$ cat config.mk
export PLATFORM = sky130hd
export DESIGN_NAME = aclink_cmd_fmt
export DESIGN_NICKNAME = d
export VERILOG_FILES = /design/src/rtl/aclink_pkg.sv /design/src/rtl/aclink_frame_ctr.sv /design/src/rtl/aclink_tx_slots.sv /design/src/rtl/aclink_rx_status.sv /design/src/rtl/aclink_cmd_fmt.sv
export SDC_FILE = /design/constraint.sdc
export NUM_CORES = 1
export LEC_CHECK = 0
export BUFFER_PORTS_ARGS = -buffer_cell sky130_fd_sc_hd__buf_2
export CAP_MARGIN = 20
export CORE_ASPECT_RATIO = 1.5
export CORE_UTILIZATION = 59
export CTS_BUF_LIST = sky130_fd_sc_hd__clkbuf_16
export DETAILED_ROUTE_END_ITERATION = 6
export PLACE_DENSITY_LB_ADDON = 0.08
export SYNTH_ARGS = -nofsm -noshare
export SYNTH_HDL_FRONTEND = slang
export SYNTH_SLANG_ARGS = --single-unit
$ cat constraint.sdc
create_clock -name clk -period 2.32 [get_ports clk]
set_input_delay 0 -clock clk [delete_from_list [all_inputs] [get_ports clk]]
set_output_delay 0 -clock clk [all_outputs]
set_load 0.05 [all_outputs]
$ cat src/rtl/aclink_pkg.sv
package aclink_pkg;
    localparam int SLOT0_W   = 16;
    localparam int SLOT_W    = 20;
    localparam int NUM_SLOTS = 12;
    localparam int IDX_W     = 7;
    localparam int DATA_W    = 16;
    localparam int CID_W     = 2;
    localparam int SYNC_LEN  = SLOT0_W;
    localparam int FRAME_LEN = SLOT0_W + NUM_SLOTS * SLOT_W;
    localparam int CNT_W     = $clog2(FRAME_LEN);
    localparam int CMD_W     = SLOT0_W + 2 * SLOT_W;

    typedef enum logic [1:0] {
        ST_IDLE,
        ST_ARMED,
        ST_SEND,
        ST_STATUS
    } cmd_state_e;
endpackage

$ cat src/rtl/aclink_frame_ctr.sv
module aclink_frame_ctr #(
    parameter int FRAME_LEN = aclink_pkg::FRAME_LEN,
    parameter int SYNC_LEN  = aclink_pkg::SYNC_LEN,
    parameter int CNT_W     = aclink_pkg::CNT_W
) (
    input  logic             clk,
    input  logic             rst_n,
    output logic [CNT_W-1:0] cnt,
    output logic             wrap,
    output logic             sync
);
    localparam logic [CNT_W-1:0] LAST = CNT_W'(FRAME_LEN - 1);

    logic [CNT_W-1:0] cnt_d, cnt_q;

    always_comb begin
        cnt_d = (cnt_q == LAST) ? '0 : cnt_q + 1'b1;
    end

    always_ff @(posedge clk or negedge rst_n) begin
        if (!rst_n) cnt_q <= '0;
        else        cnt_q <= cnt_d;
    end

    assign cnt  = cnt_q;
    assign wrap = (cnt_q == LAST);
    assign sync = (cnt_q < CNT_W'(SYNC_LEN));

    assert_cnt_step_R1: assert property (@(posedge clk) disable iff (!rst_n)
        (cnt_q != LAST) |=> (cnt_q == $past(cnt_q) + 1'b1));
    assert_cnt_wrap_R1: assert property (@(posedge clk) disable iff (!rst_n)
        (cnt_q == LAST) |=> (cnt_q == '0));
endmodule

$ cat src/rtl/aclink_tx_slots.sv
module aclink_tx_slots #(
    parameter int SLOT0_W = aclink_pkg::SLOT0_W,
    parameter int SLOT_W  = aclink_pkg::SLOT_W,
    parameter int IDX_W   = aclink_pkg::IDX_W,
    parameter int DATA_W  = aclink_pkg::DATA_W,
    parameter int CID_W   = aclink_pkg::CID_W
) (
    input  logic              clk,
    input  logic              rst_n,
    input  logic              wrap,
    input  logic              load,
    input  logic              cmd_rd,
    input  logic [CID_W-1:0]  cmd_cid,
    input  logic [IDX_W-1:0]  cmd_idx,
    input  logic [DATA_W-1:0] cmd_wdata,
    output logic              sdout
);
    localparam int CMD_W = SLOT0_W + 2 * SLOT_W;

    typedef struct packed {
        logic [CMD_W-1:0] sh;
    } tx_state_t;

    tx_state_t d, q;
    logic               primary;
    logic [SLOT0_W-1:0] w_tag;
    logic [SLOT_W-1:0]  w_addr;
    logic [SLOT_W-1:0]  w_data;

    always_comb begin
        primary = (cmd_cid == '0);
        // secondary targets leave address/data valid tags cleared
        w_tag   = {1'b1, primary, primary & ~cmd_rd,
                   {(SLOT0_W - 3 - CID_W){1'b0}}, cmd_cid};
        w_addr  = {cmd_rd, cmd_idx, {(SLOT_W - 1 - IDX_W){1'b0}}};
        w_data  = cmd_rd ? '0 : {cmd_wdata, {(SLOT_W - DATA_W){1'b0}}};

        d = q;
        if (wrap) begin
            d.sh = load ? {w_tag, w_addr, w_data} : '0;
        end else begin
            d.sh = {q.sh[CMD_W-2:0], 1'b0};
        end
    end

    always_ff @(posedge clk or negedge rst_n) begin
        if (!rst_n) q <= '0;
        else        q <= d;
    end

    assign sdout = q.sh[CMD_W-1];

    assert_sec_tag_clear_R3: assert property (@(posedge clk) disable iff (!rst_n)
        (load && wrap && cmd_cid != '0) |=>
        (q.sh[CMD_W-1] && q.sh[CMD_W-2 -: 2] == 2'b00));
    assert_pri_tag_set_R2: assert property (@(posedge clk) disable iff (!rst_n)
        (load && wrap && cmd_cid == '0) |=>
        (q.sh[CMD_W-1 -: 2] == 2'b11 && q.sh[CMD_W-3] == !$past(cmd_rd)));
endmodule

$ cat src/rtl/aclink_rx_status.sv
module aclink_rx_status #(
    parameter int SLOT0_W = aclink_pkg::SLOT0_W,
    parameter int SLOT_W  = aclink_pkg::SLOT_W,
    parameter int IDX_W   = aclink_pkg::IDX_W,
    parameter int DATA_W  = aclink_pkg::DATA_W,
    parameter int CID_W   = aclink_pkg::CID_W,
    parameter int CNT_W   = aclink_pkg::CNT_W
) (
    input  logic              clk,
    input  logic              rst_n,
    input  logic [CNT_W-1:0]  cnt,
    input  logic              sdin,
    output logic              st_ok,
    output logic [IDX_W-1:0]  st_idx,
    output logic [DATA_W-1:0] st_data
);
    localparam int CMD_W = SLOT0_W + 2 * SLOT_W;

    typedef struct packed {
        logic [CMD_W-1:0] sh;
    } rx_state_t;

    rx_state_t d, q;

    always_comb begin
        d = q;
        if (cnt < CNT_W'(CMD_W)) begin
            d.sh = {q.sh[CMD_W-2:0], sdin};
        end
    end

    always_ff @(posedge clk or negedge rst_n) begin
        if (!rst_n) q <= '0;
        else        q <= d;
    end

    assign st_ok   = (q.sh[CMD_W-1 -: 3] == 3'b111) &&
                     (q.sh[CMD_W-SLOT0_W +: CID_W] == '0);
    assign st_idx  = q.sh[CMD_W-SLOT0_W-2 -: IDX_W];
    assign st_data = q.sh[SLOT_W-1 -: DATA_W];

    assert_rx_hold_R8: assert property (@(posedge clk) disable iff (!rst_n)
        (cnt >= CNT_W'(CMD_W)) |=> $stable(q.sh));
endmodule

$ cat src/rtl/aclink_cmd_fmt.sv
module aclink_cmd_fmt #(
    parameter int IDX_W  = aclink_pkg::IDX_W,
    parameter int DATA_W = aclink_pkg::DATA_W,
    parameter int CID_W  = aclink_pkg::CID_W
) (
    input  logic              clk,
    input  logic              rst_n,
    input  logic              req,
    input  logic              req_rd,
    input  logic [IDX_W-1:0]  req_idx,
    input  logic [DATA_W-1:0] req_wdata,
    input  logic [CID_W-1:0]  req_cid,
    output logic              busy,
    output logic              done,
    output logic [DATA_W-1:0] rdata,
    output logic              sync,
    output logic              sdout,
    input  logic              sdin
);
    import aclink_pkg::*;

    typedef struct packed {
        cmd_state_e        st;
        logic              rd;
        logic [CID_W-1:0]  cid;
        logic [IDX_W-1:0]  idx;
        logic [DATA_W-1:0] wdata;
        logic              done;
        logic [DATA_W-1:0] rdata;
    } ctl_state_t;

    ctl_state_t d, q;

    logic [CNT_W-1:0]  cnt;
    logic              wrap;
    logic              load;
    logic              st_ok;
    logic [IDX_W-1:0]  st_idx;
    logic [DATA_W-1:0] st_data;
    logic              st_match;

    aclink_frame_ctr u_ctr (
        .clk   (clk),
        .rst_n (rst_n),
        .cnt   (cnt),
        .wrap  (wrap),
        .sync  (sync)
    );

    aclink_tx_slots #(
        .IDX_W  (IDX_W),
        .DATA_W (DATA_W),
        .CID_W  (CID_W)
    ) u_tx (
        .clk       (clk),
        .rst_n     (rst_n),
        .wrap      (wrap),
        .load      (load),
        .cmd_rd    (q.rd),
        .cmd_cid   (q.cid),
        .cmd_idx   (q.idx),
        .cmd_wdata (q.wdata),
        .sdout     (sdout)
    );

    aclink_rx_status #(
        .IDX_W  (IDX_W),
        .DATA_W (DATA_W),
        .CID_W  (CID_W)
    ) u_rx (
        .clk     (clk),
        .rst_n   (rst_n),
        .cnt     (cnt),
        .sdin    (sdin),
        .st_ok   (st_ok),
        .st_idx  (st_idx),
        .st_data (st_data)
    );

    assign load     = (q.st == ST_ARMED);
    assign st_match = st_ok && (st_idx == q.idx);

    always_comb begin
        d      = q;
        d.done = 1'b0;
        unique case (q.st)
            ST_IDLE: begin
                if (req) begin
                    d.rd    = req_rd;
                    d.cid   = req_cid;
                    d.idx   = req_idx;
                    d.wdata = req_wdata;
                    d.st    = ST_ARMED;
                end
            end
            ST_ARMED: begin
                if (wrap) d.st = ST_SEND;
            end
            ST_SEND: begin
                if (wrap) begin
                    if (q.rd) begin
                        d.st = ST_STATUS;
                    end else begin
                        d.st   = ST_IDLE;
                        d.done = 1'b1;
                    end
                end
            end
            ST_STATUS: begin
                if (wrap && st_match) begin
                    d.rdata = st_data;
                    d.done  = 1'b1;
                    d.st    = ST_IDLE;
                end
            end
            default: d.st = ST_IDLE;
        endcase
    end

    always_ff @(posedge clk or negedge rst_n) begin
        if (!rst_n) q <= '{st: ST_IDLE, default: '0};
        else        q <= d;
    end

    assign busy  = (q.st != ST_IDLE);
    assign done  = q.done;
    assign rdata = q.rdata;

    assert_done_single_R7: assert property (@(posedge clk) disable iff (!rst_n)
        done |=> !done);
    assert_done_at_frame_start_R7: assert property (@(posedge clk) disable iff (!rst_n)
        done |-> (cnt == '0));
    assert_quiet_tail_R6: assert property (@(posedge clk) disable iff (!rst_n)
        (cnt >= CNT_W'(CMD_W)) |-> !sdout);
    assert_status_gate_R8: assert property (@(posedge clk) disable iff (!rst_n)
        (q.st == ST_STATUS && wrap && !st_match) |=> (busy && !done));
    assert_busy_ignore_R9: assert property (@(posedge clk) disable iff (!rst_n)
        (busy && req) |=> ($stable(q.idx) && $stable(q.rd) && $stable(q.cid)));
endmodule

==> After elaboration in Yosys (flattened, before gate mapping) <==
Index checks and enable logic that the tools add are counted.
{ "classes": {"addsub": 1, "n_eq_ne": 10, "n_reduce_logical": 10, "mux": 14, "bitwise_logic": 2, "n_lt_le_gt_ge": 2} }
{ "ops": {"columns": ["op", "n"], "rows": [
  ["2-to-1 mux 56 bit", 2],
  ["2-to-1 mux 28 bit", 1],
  ["2-to-1 mux 20 bit", 1],
  ["2-to-1 mux 17 bit", 1],
  ["adder 8 x 1 -> 8 bit, second input constant", 1],
  ["== test 8 bit, second input constant", 1],
  ["< comparator 8 x 5 -> 1 bit, second input constant", 1],
  ["< comparator 8 x 6 -> 1 bit, second input constant", 1],
  ["2-to-1 mux 2 bit", 4],
  ["2-to-1 mux 8 bit", 1],
  ["inequality test 2 bit, second input constant", 4],
  ["case mux 2 bit (4 select lines)", 1],
  ["== test 7 bit", 1],
  ["logical NOT 2 bit", 3],
  ["== test 2 bit, second input constant", 2],
  ["AND reduction 2 bit", 2],
  ["AND reduction 4 bit", 1],
  ["== test 3 bit, second input constant", 1],
  ["logical AND 1 bit", 3],
  ["== test 2 x 1 -> 1 bit, second input constant", 1],
  ["2-to-1 mux 1 bit", 2],
  ["case mux 1 bit (2 select lines)", 1],
  ["nonzero test 2 bit", 1],
  ["AND 1 bit", 1],
  ["NOT 1 bit", 1]
]} }
{ "word_totals": {"regBits": 165, "word_cells": 49, "output_inout_bits": 20, "in_bits": 30} }

==> Depth between registers and ports, before layout <==
Gate-level depths: netlist (run 1).
{ "depth": {"depth_word": 6, "ltp_mapped": 7} }

==> Hierarchy <==
Synthesis (run 1) repeated with hierarchy kept, for this count alone.
{ "unflattened": {"hier_cells": 440, "area_unflattened_um2": 6438.7} }
{ "modules_own_cells": {"columns": ["mod", "cells_each", "instances", "area_each_um2"], "rows": [
  ["aclink_rx_status", 144, 1, 2287.2],
  ["aclink_cmd_fmt", 131, 1, 1939.4],
  ["aclink_tx_slots", 135, 1, 1863.0],
  ["aclink_frame_ctr", 30, 1, 349.1]
]} }

==> Least setup slack after synthesis (run 1) <==
No wires, ideal clock.
{ "synth_timing": {"kind": "register -> output", "startpoint": "register u_ctr.cnt_q[4] (netlist: u_ctr.cnt[4])", "endpoint": "output sync", "n_path_buf": 0, "arrival_time_ps": 2007, "path_stages_with_launch": 2, "setup_slack_ps": 313, "cell_sequence": "dfrtp_1 nor4_1"} }
{ "synth_via": {"elab_chain_len": 1} }
{ "synth_lines": {"columns": ["item", "line_no", "rtl"], "rows": [
  ["from (decl)", "aclink_frame_ctr.sv:14", "logic [CNT_W-1:0] cnt_d, cnt_q;"],
  ["from (signal assigned)", "aclink_frame_ctr.sv:22", "else cnt_q <= cnt_d;"],
  ["< comparator 8 x 5 -> 1 bit", "aclink_frame_ctr.sv:27", "assign sync = (cnt_q < CNT_W'(SYNC_LEN));"],
  ["to (decl)", "aclink_cmd_fmt.sv:16", "output logic sync,"]
]} }
Every way passes these cells.

==> Worst setup path after layout (run 1) <==
{ "layout_timing": {"startpoint": "register u_ctr.cnt_q[3] (netlist: u_ctr.cnt[3])", "endpoint": "register q (netlist bit rdata[11])"} }
{ "layout_via": {"elab_chain_len": 3} }
{ "layout_lines": {"columns": ["item", "line_no", "rtl"], "rows": [
  ["== test 8 bit", "aclink_frame_ctr.sv:26", "assign wrap = (cnt_q == LAST);"],
  ["logical AND 1 bit", "aclink_cmd_fmt.sv:110", "if (wrap && st_match) begin"],
  ["AND reduction 2 bit (no line)", null, null],
  ["to (signal assigned)", "aclink_cmd_fmt.sv:121", "if (!rst_n) q <= '{st: ST_IDLE, default: '0};"],
  ["to (signal assigned)", "aclink_cmd_fmt.sv:122", "else q <= d;"],
  ["to (decl)", "aclink_cmd_fmt.sv:32", "ctl_state_t d, q;"]
]} }
Every way passes these cells.
A chain may end at the register's enable or synchronous reset.

==> results of run 1 <==
[where the power goes]
part | total, W | switching, W | internal [W]
sequential | 0.00288 | 0.0000279 | 0.00285
clock | 0.00252 | 0.000985 | 0.00154
combinational | 0.000175 | 0.0000833 | 0.0000916
total | 0.00558 | 0.00110 | 0.00448
[area by class of cell]
| cell class | instances | area (um2) | share of cell area (%) |
|---|---|---|---|
| clock buffers | 17 | 425 | 5.75 |
| inverters | 2 | 7.51 | 0.102 |
| multi-input cells | 229 | 2020 | 27.3 |
| clock inverters | 14 | 111 | 1.51 |
| flip-flops and latches | 161 | 4030 | 54.5 |
| repair buffers | 85 | 629 | 8.51 |
| well taps | 141 | 176 | 2.39 |
[Yosys cell counts (7+ instances only)]
| cell type | n | share of area, % |
|---|---|---|
| nand3_1 | 14 | 1.1 |
| mux2_4 | 10 | 2.4 |
| mux2_2 | 88 | 16 |
| buf_2 | 8 | 0.64 |
| clkbuf_1 | 8 | 0.48 |
| nand2_1 | 28 | 1.7 |
| a22o_1 | 16 | 2.2 |
| buf_4 | 16 | 1.9 |
| and2_1 | 25 | 2.5 |
| nor2_1 | 7 | 0.42 |
| xnor2_1 | 9 | 1.3 |
| dfrtp_1 | 161 | 64 |
[sequential cells by signal, summed over array words and instances, names as in the netlist]
signal and cells:
u_rx.q 56, rdata 16, u_tx.q 52, u_ctr.cnt 8, done 1, q 28
[worst paths after layout]
kind	to	slack [ns]	cells after the start
min reg2reg	u_tx.q[33]	0.44	2
min	u_rx.q[3]	0.14	2
max in group asynchronous	u_tx.q[22]	1.41	3
min in group clk	q[20]	0.36	3
max reg2reg	rdata[11]	0.39	4
max	rdata[11]	0.39	4
[placed cells by master (no fill, tap or decap), types with 3 or more instances in the layout]
master           n
inv_1            8
nand4_1          4
nor2_1           7
o21ai_0          3
mux2_2          88
and2_1          25
buf_12           3
dlygate4sd3_1   28
nand3_1         14
dfrtp_1        161
nand2_1         28
xnor2_1          9
a22o_1          16
buf_4            5
buf_2           48
mux2_4          10
clkbuf_16       17
clkinv_1         3
[through the flow]
stage | setup slack (ns) | cell area (um2) | utilization [%] | std cells
4_1_cts | 0.361 | 7390 | 72.6 | 649
6_report | 0.387 | 7390 | 72.6 | 649
5_1_grt | 0.255 | 7390 | 72.6 | 649
3_3_place_gp | 0.425 | 6580 | 64.5 | 590
2_1_floorplan | 0.313 | 6260 | - | 427
3_5_place_dp | 0.378 | 6580 | 64.5 | 590
[per-layer routing]
| layer | track usage [%] | wire length (um) |
|---|---|---|
| met1 | 25.7 | 4360 |
| met2 | 34.8 | 5340 |
| met3 | 6.37 | 285 |
| met4 | 7.06 | 106 |
| met5 | 0 | 0 |
[kinds of logic after synthesis]
family	share of synthesized area (%)
mux	18.2
flops	64.4
xor+xnor	1.54
simple gates	8.60
compound gates	3.36
fa+ha+maj	0.200
buf+inv	3.70
==> flow_summary_export.csv, run 1 <==
group,metric,value,unit
logic_synthesis,synth_edf_count,0,
clock_network,path_clk_slew,0.06,ns
drt,totalWireLength,10.1,mm
setup_path,end_kind,"flop",
setup_path,worstSetupStartpointType,"flop",
drt,antenna_left,0,
cells_and_area,final.fill_count,659,
hold_path,hp-class,"primary input to async pin",
setup_path,cp_top_family,"simple AND/OR/NAND/NOR gates",
sta,fin_skew,0.00687,ns
setup_path,crit_path_start,"u_ctr.cnt[3]",
sta,fmax,0.517,GHz
sta,fin_tns_setup,0,ns
global_route,grtUsageTotal,20.8,%
sta,min_period_over_period,83.3,%
die,initial_utilization,61.4,%
clock_network,post_cts_buffers,0,
setup_path,cp.buffers_inverters,0,
drt,vias,3372,
logic_synthesis,yosys_most_used_dff,"dfrtp_1",
clock_network,clk_path_buf_depth,2,
clock_network,cts_inserted_buffers,17,
setup_path,worst_path_max_delay_cell,"dfrtp_1",
logic_synthesis,synth-seq-cells,161,
logic_synthesis,syn_avg_cell_area,14.7,um2
die,die_x,86.1,um
setup_path,r2r_start,"u_ctr.cnt[3]",
sta,setup_viol,0,
die,die_y,128,um
run,maxCapViolCount,0,
die,rows,45,
logic_synthesis,synth_fp_nets,458,
global_route,antenna_found_initial,0,
drt,drcViolationCount,0,
drt,viasPerCell,5.20,
clock_network,ctsHoldBuffers,28,
cells_and_area,drive_above_1_share,35.8,%
global_route,grt_pass1_vias,3541,
clock_network,clk_latency,0.41,ns
cells_and_area,areaGrowthSynthToFinish,18.2,%
global_route,overflow,0,
logic_synthesis,ys_async_sr_fraction,100,%
setup_path,slowest_delay,0.53,ns
power_and_ir_drop,power.static_leakage,3.71,nW
cells_and_area,n_antenna_cell,0,
setup_path,path_class,"flop to flop",
sta,whs,0.136,ns
logic_synthesis,syn_inst,427,
setup_path,worst-path-max-fanout,16,
setup_path,worstPathRequired,2.61,ns
sta,period_needed,1.93,ns
drt,dr.pass1.iters,4,
drt,drtIter0Drc,147,
sta,rsz0062_at_grt,"false",
clock_network,htreeDepth,4,
clock_network,clkSinkCount,161,
setup_path,worstPathArrival,2.22,ns
placed_design,port_buffers,49,
logic_synthesis,yosysSeqAreaShare,64.4,%
status,status,"finished, final reports clean",
logic_synthesis,synthDistinctLibCells,37,
logic_synthesis,synth_area,0.00626,mm2
power_and_ir_drop,ir_worst_vdd,0.000498,V
die,coreArea,0.0102,mm2
sta,hold_viol,0,
clock_network,cts_resized,0,
die,ios,50,
setup_path,cp_cell_sequence,"nand4_4 -> nor4_4 -> nand4b_4 -> mux2_4",
drt,wire_per_inst,15.6,um
sta,tightest_slew,0.763,ns
die,dieArea,0.0110,mm2
power_and_ir_drop,total_power,0.00558,W
sta,slew_viol_final,0,
placed_design,dp_hpwl,6.13,mm
placed_design,gp_congestion,0.755,
logic_synthesis,yosysWarnings,0,
clock_network,cts_root_buf,"clkbuf_16",
global_route,grt_max_degree,66,
sta,relSlewSlack,48.9,%
global_route,grt_pass1_wl,17.2,mm
clock_network,cts_tree,"built",
cells_and_area,num-nets-final,527,
power_and_ir_drop,p_per_area,754,mW/mm2
No activity file was read; power rests on OpenSTA's default activity.
==> run 2, diff against run 1 <==
--- a/config.mk
+++ b/config.mk
@@ -5,6 +5,7 @@
 export SDC_FILE = /design/constraint.sdc
 export NUM_CORES = 1
 export LEC_CHECK = 0
+export ABC_AREA = 1
 export BUFFER_PORTS_ARGS = -buffer_cell sky130_fd_sc_hd__buf_2
 export CAP_MARGIN = 20
 export CORE_ASPECT_RATIO = 1.5
==> constraint.sdc (replaced) <==
create_clock -name clk -period 1.9 [get_ports clk]
set_input_delay 0 -clock clk [delete_from_list [all_inputs] [get_ports clk]]
set_output_delay 0 -clock clk [all_outputs]
set_load 0.05 [all_outputs]
==> run 2 against run 1 <==
  * First-iteration DRC count is 61% higher
  * Largest cell class unchanged
  * Largest power group unchanged
  * Critical path type unchanged
  * Clock-buffer cell count stayed put
  * Total power is 26% higher
  * Highest routed layer unchanged
  * Combinational power is 26% higher
  * Sequential power is 22% higher
  * Sequential share of layout area is 1.0 points lower
  * Synthesized area is 1.7% higher
  * Cell count is 33% higher
  * Worst hold slack worse by 0.033 ns
  * Register-to-register slack worse by 0.20 ns
  * Maximum frequency is 13% higher
  * Die area is 1.6% higher
==> flow_summary_export.csv, run 2 <==
group,metric,value,unit
status,status,"finished, final reports clean",
clock_network,clk_path_buf_depth,2,
drt,wire_per_inst,13.1,um
sta,min_period_over_period,90.2,%
sta,whs,0.103,ns
global_route,overflow,0,
logic_synthesis,yosys_most_used_dff,"dfrtp_1",
run,maxCapViolCount,0,
logic_synthesis,synth_commonest_cells,"dfrtp_1 (161), nand2_1 (135), nor2_1 (73), inv_1 (64), a21oi_1 (38)",
placed_design,port_buffers,49,
logic_synthesis,synth-seq-cells,161,
hold_path,hp-class,"primary input to async pin",
cells_and_area,top_register,"u_rx.q",
setup_path,worstSetupStartpointType,"flop",
power_and_ir_drop,ir_worst_vdd,0.000720,V
setup_path,cpMostUsedCell,"nand2_1",
cells_and_area,largest_reg_flops,56,
drt,viasPerCell,5.00,
placed_design,dp_hpwl,7.31,mm
setup_path,worstPathArrival,2.01,ns
sta,fin_skew,0.00607,ns
cells_and_area,num-nets-final,740,
die,die_y,129,um
logic_synthesis,ys_async_sr_fraction,100,%
global_route,grt_pass1_vias,4319,
sta,setup_viol,0,
logic_synthesis,synth_area,0.00636,mm2
logic_synthesis,synthMostInstantiatedCell,"dfrtp_1",
setup_path,worst-path-max-fanout,25,
sta,relSlewSlack,66.0,%
sta,fmax,0.583,GHz
clock_network,cts_root_buf,"clkbuf_16",
logic_synthesis,synth_top_area_share,63.3,%
sta,rsz0062_at_grt,"false",
logic_synthesis,synth_top_area_cell,"dfrtp_1",
cells_and_area,n_antenna_cell,0,
clock_network,path_clk_slew,0.06,ns
setup_path,worstPathRequired,2.19,ns
global_route,grtUsageTotal,22.6,%
logic_synthesis,synthTopCellsByArea,"dfrtp_1 (63%), nand2_1 (8.0%), nor2_1 (4.3%)",
drt,vias,4323,
logic_synthesis,yosysSeqAreaShare,63.3,%
setup_path,slowest_delay,0.37,ns
die,rows,46,
cells_and_area,drive_above_1_share,17.5,%
power_and_ir_drop,p_per_area,933,mW/mm2
logic_synthesis,syn_inst,646,
power_and_ir_drop,power.static_leakage,3.84,nW
clock_network,clkSinkCount,161,
drt,drcViolationCount,0,
clock_network,cts_inserted_buffers,17,
setup_path,cp.buffers_inverters,1,
global_route,antenna_found_initial,0,
clock_network,htreeDepth,4,
drt,antenna_left,0,
logic_synthesis,synthDistinctLibCells,30,
die,initial_utilization,60.4,%
logic_synthesis,synth_fp_nets,677,
cells_and_area,largestRegisters,"u_rx.q x56, u_tx.q x52, q x28",
die,coreArea,0.0105,mm2
logic_synthesis,yosysWarnings,0,
die,die_x,86.8,um
sta,slew_viol_final,0,
drt,dr.pass1.iters,4,
sta,fin_tns_setup,0,ns
cells_and_area,areaGrowthSynthToFinish,18.4,%
cells_and_area,final_common_cell,"dfrtp_1",
setup_path,worst_path_max_delay_cell,"dfrtp_1",
setup_path,path_class,"flop to flop",
setup_path,cp_cell_sequence,"ha_1 -> nand3_1 -> nor2_4 -> buf_8 -> nand4_1 -> nand2_1 -> nand2_1 -> nand2_1 -> nand2_1",
sta,hold_viol,0,
cells_and_area,mostFrequentLayoutCells,"dfrtp_1 (161), nand2_1 (135), nor2_1 (72)",
clock_network,clk_latency,0.41,ns
drt,totalWireLength,11.3,mm
global_route,grt_pass1_wl,19.5,mm
global_route,grt_max_degree,61,
setup_path,cp_top_family,"simple AND/OR/NAND/NOR gates",
sta,period_needed,1.71,ns
logic_synthesis,synth_edf_count,0,
placed_design,gp_congestion,0.819,
power_and_ir_drop,total_power,0.00703,W
logic_synthesis,syn_avg_cell_area,9.85,um2
clock_network,cts_tree,"built",
drt,drtIter0Drc,237,
die,dieArea,0.0112,mm2
die,ios,50,
setup_path,end_kind,"flop",
sta,tightest_slew,0.506,ns
[run 2: repair_timing]
action                                 4_1_cts  5_1_grt
endpoints found under the hold margin      188        0
buffers inserted                             0        0
setup endpoints to repair                    0       10
gates resized for setup                      0        2
hold buffers                                28        0
[run 2: layer usage]
metal	track usage, %	up-vias	part of all wire [%]
met2	39.0	72	52
met1	27.7	2098	44
met4	8.92	0	1.2
met3	4.97	11	2.5
met5	0	-	0
li1	-	2142	-
[run 2: final timing paths]
kind                       slack [ns]          to         start  cells past startpoint
min reg2reg                      0.45  u_tx.q[17]    u_tx.q[16]                      2
max                              0.19       q[43]  u_ctr.cnt[0]                      9
min                              0.10  u_rx.q[14]         rst_n                      2
max reg2reg                      0.19       q[43]  u_ctr.cnt[0]                      9
min in group clk                 0.11       q[40]           req                      5
max in group asynchronous        1.10       q[33]         rst_n                      3
[run 2: report_power, final]
group / switching (W) / internal, W
logic: 0.000123 / 0.0000978
registers: 0.0000317 / 0.00348
clock network: 0.00126 / 0.00203
total: 0.00142 / 0.00561
[run 2: cells by family after synthesis]
| family | Yosys count | share of synthesized area (%) |
|---|---|---|
| XOR/XNOR | 5 | 0.688 |
| multiplexers | 17 | 3.01 |
| flip-flops | 161 | 63.3 |
| buffers and inverters | 120 | 8.67 |
| AND/OR/NAND/NOR | 262 | 17.7 |
| adder cells (fa/ha/maj) | 1 | 0.197 |
| AO/OA/AOI/OAI | 80 | 6.45 |
[run 2: through the flow]
step / cells / instance area, um2 / utilization [%] / worst slack, ns
global placement: 806 / 6670 / 63.3 / 0.168
CTS: 865 / 7520 / 71.4 / 0.105
global route: 865 / 7530 / 71.5 / 0.0204
finish: 865 / 7530 / 71.5 / 0.185
floorplan: 646 / 6370 / - / 0.457
detailed placement: 806 / 6670 / 63.3 / 0.120
[run 2: area by class of cell]
cell class                      count  area, um2
Multi-Input combinational cell    365       1810
Sequential cell                   161       4030
Clock inverter                     14        150
Clock buffer                       17        425
Tap cell                          144        180
Inverter                           74        278
Timing Repair Buffer               90        662
Fill cell                         810       3000
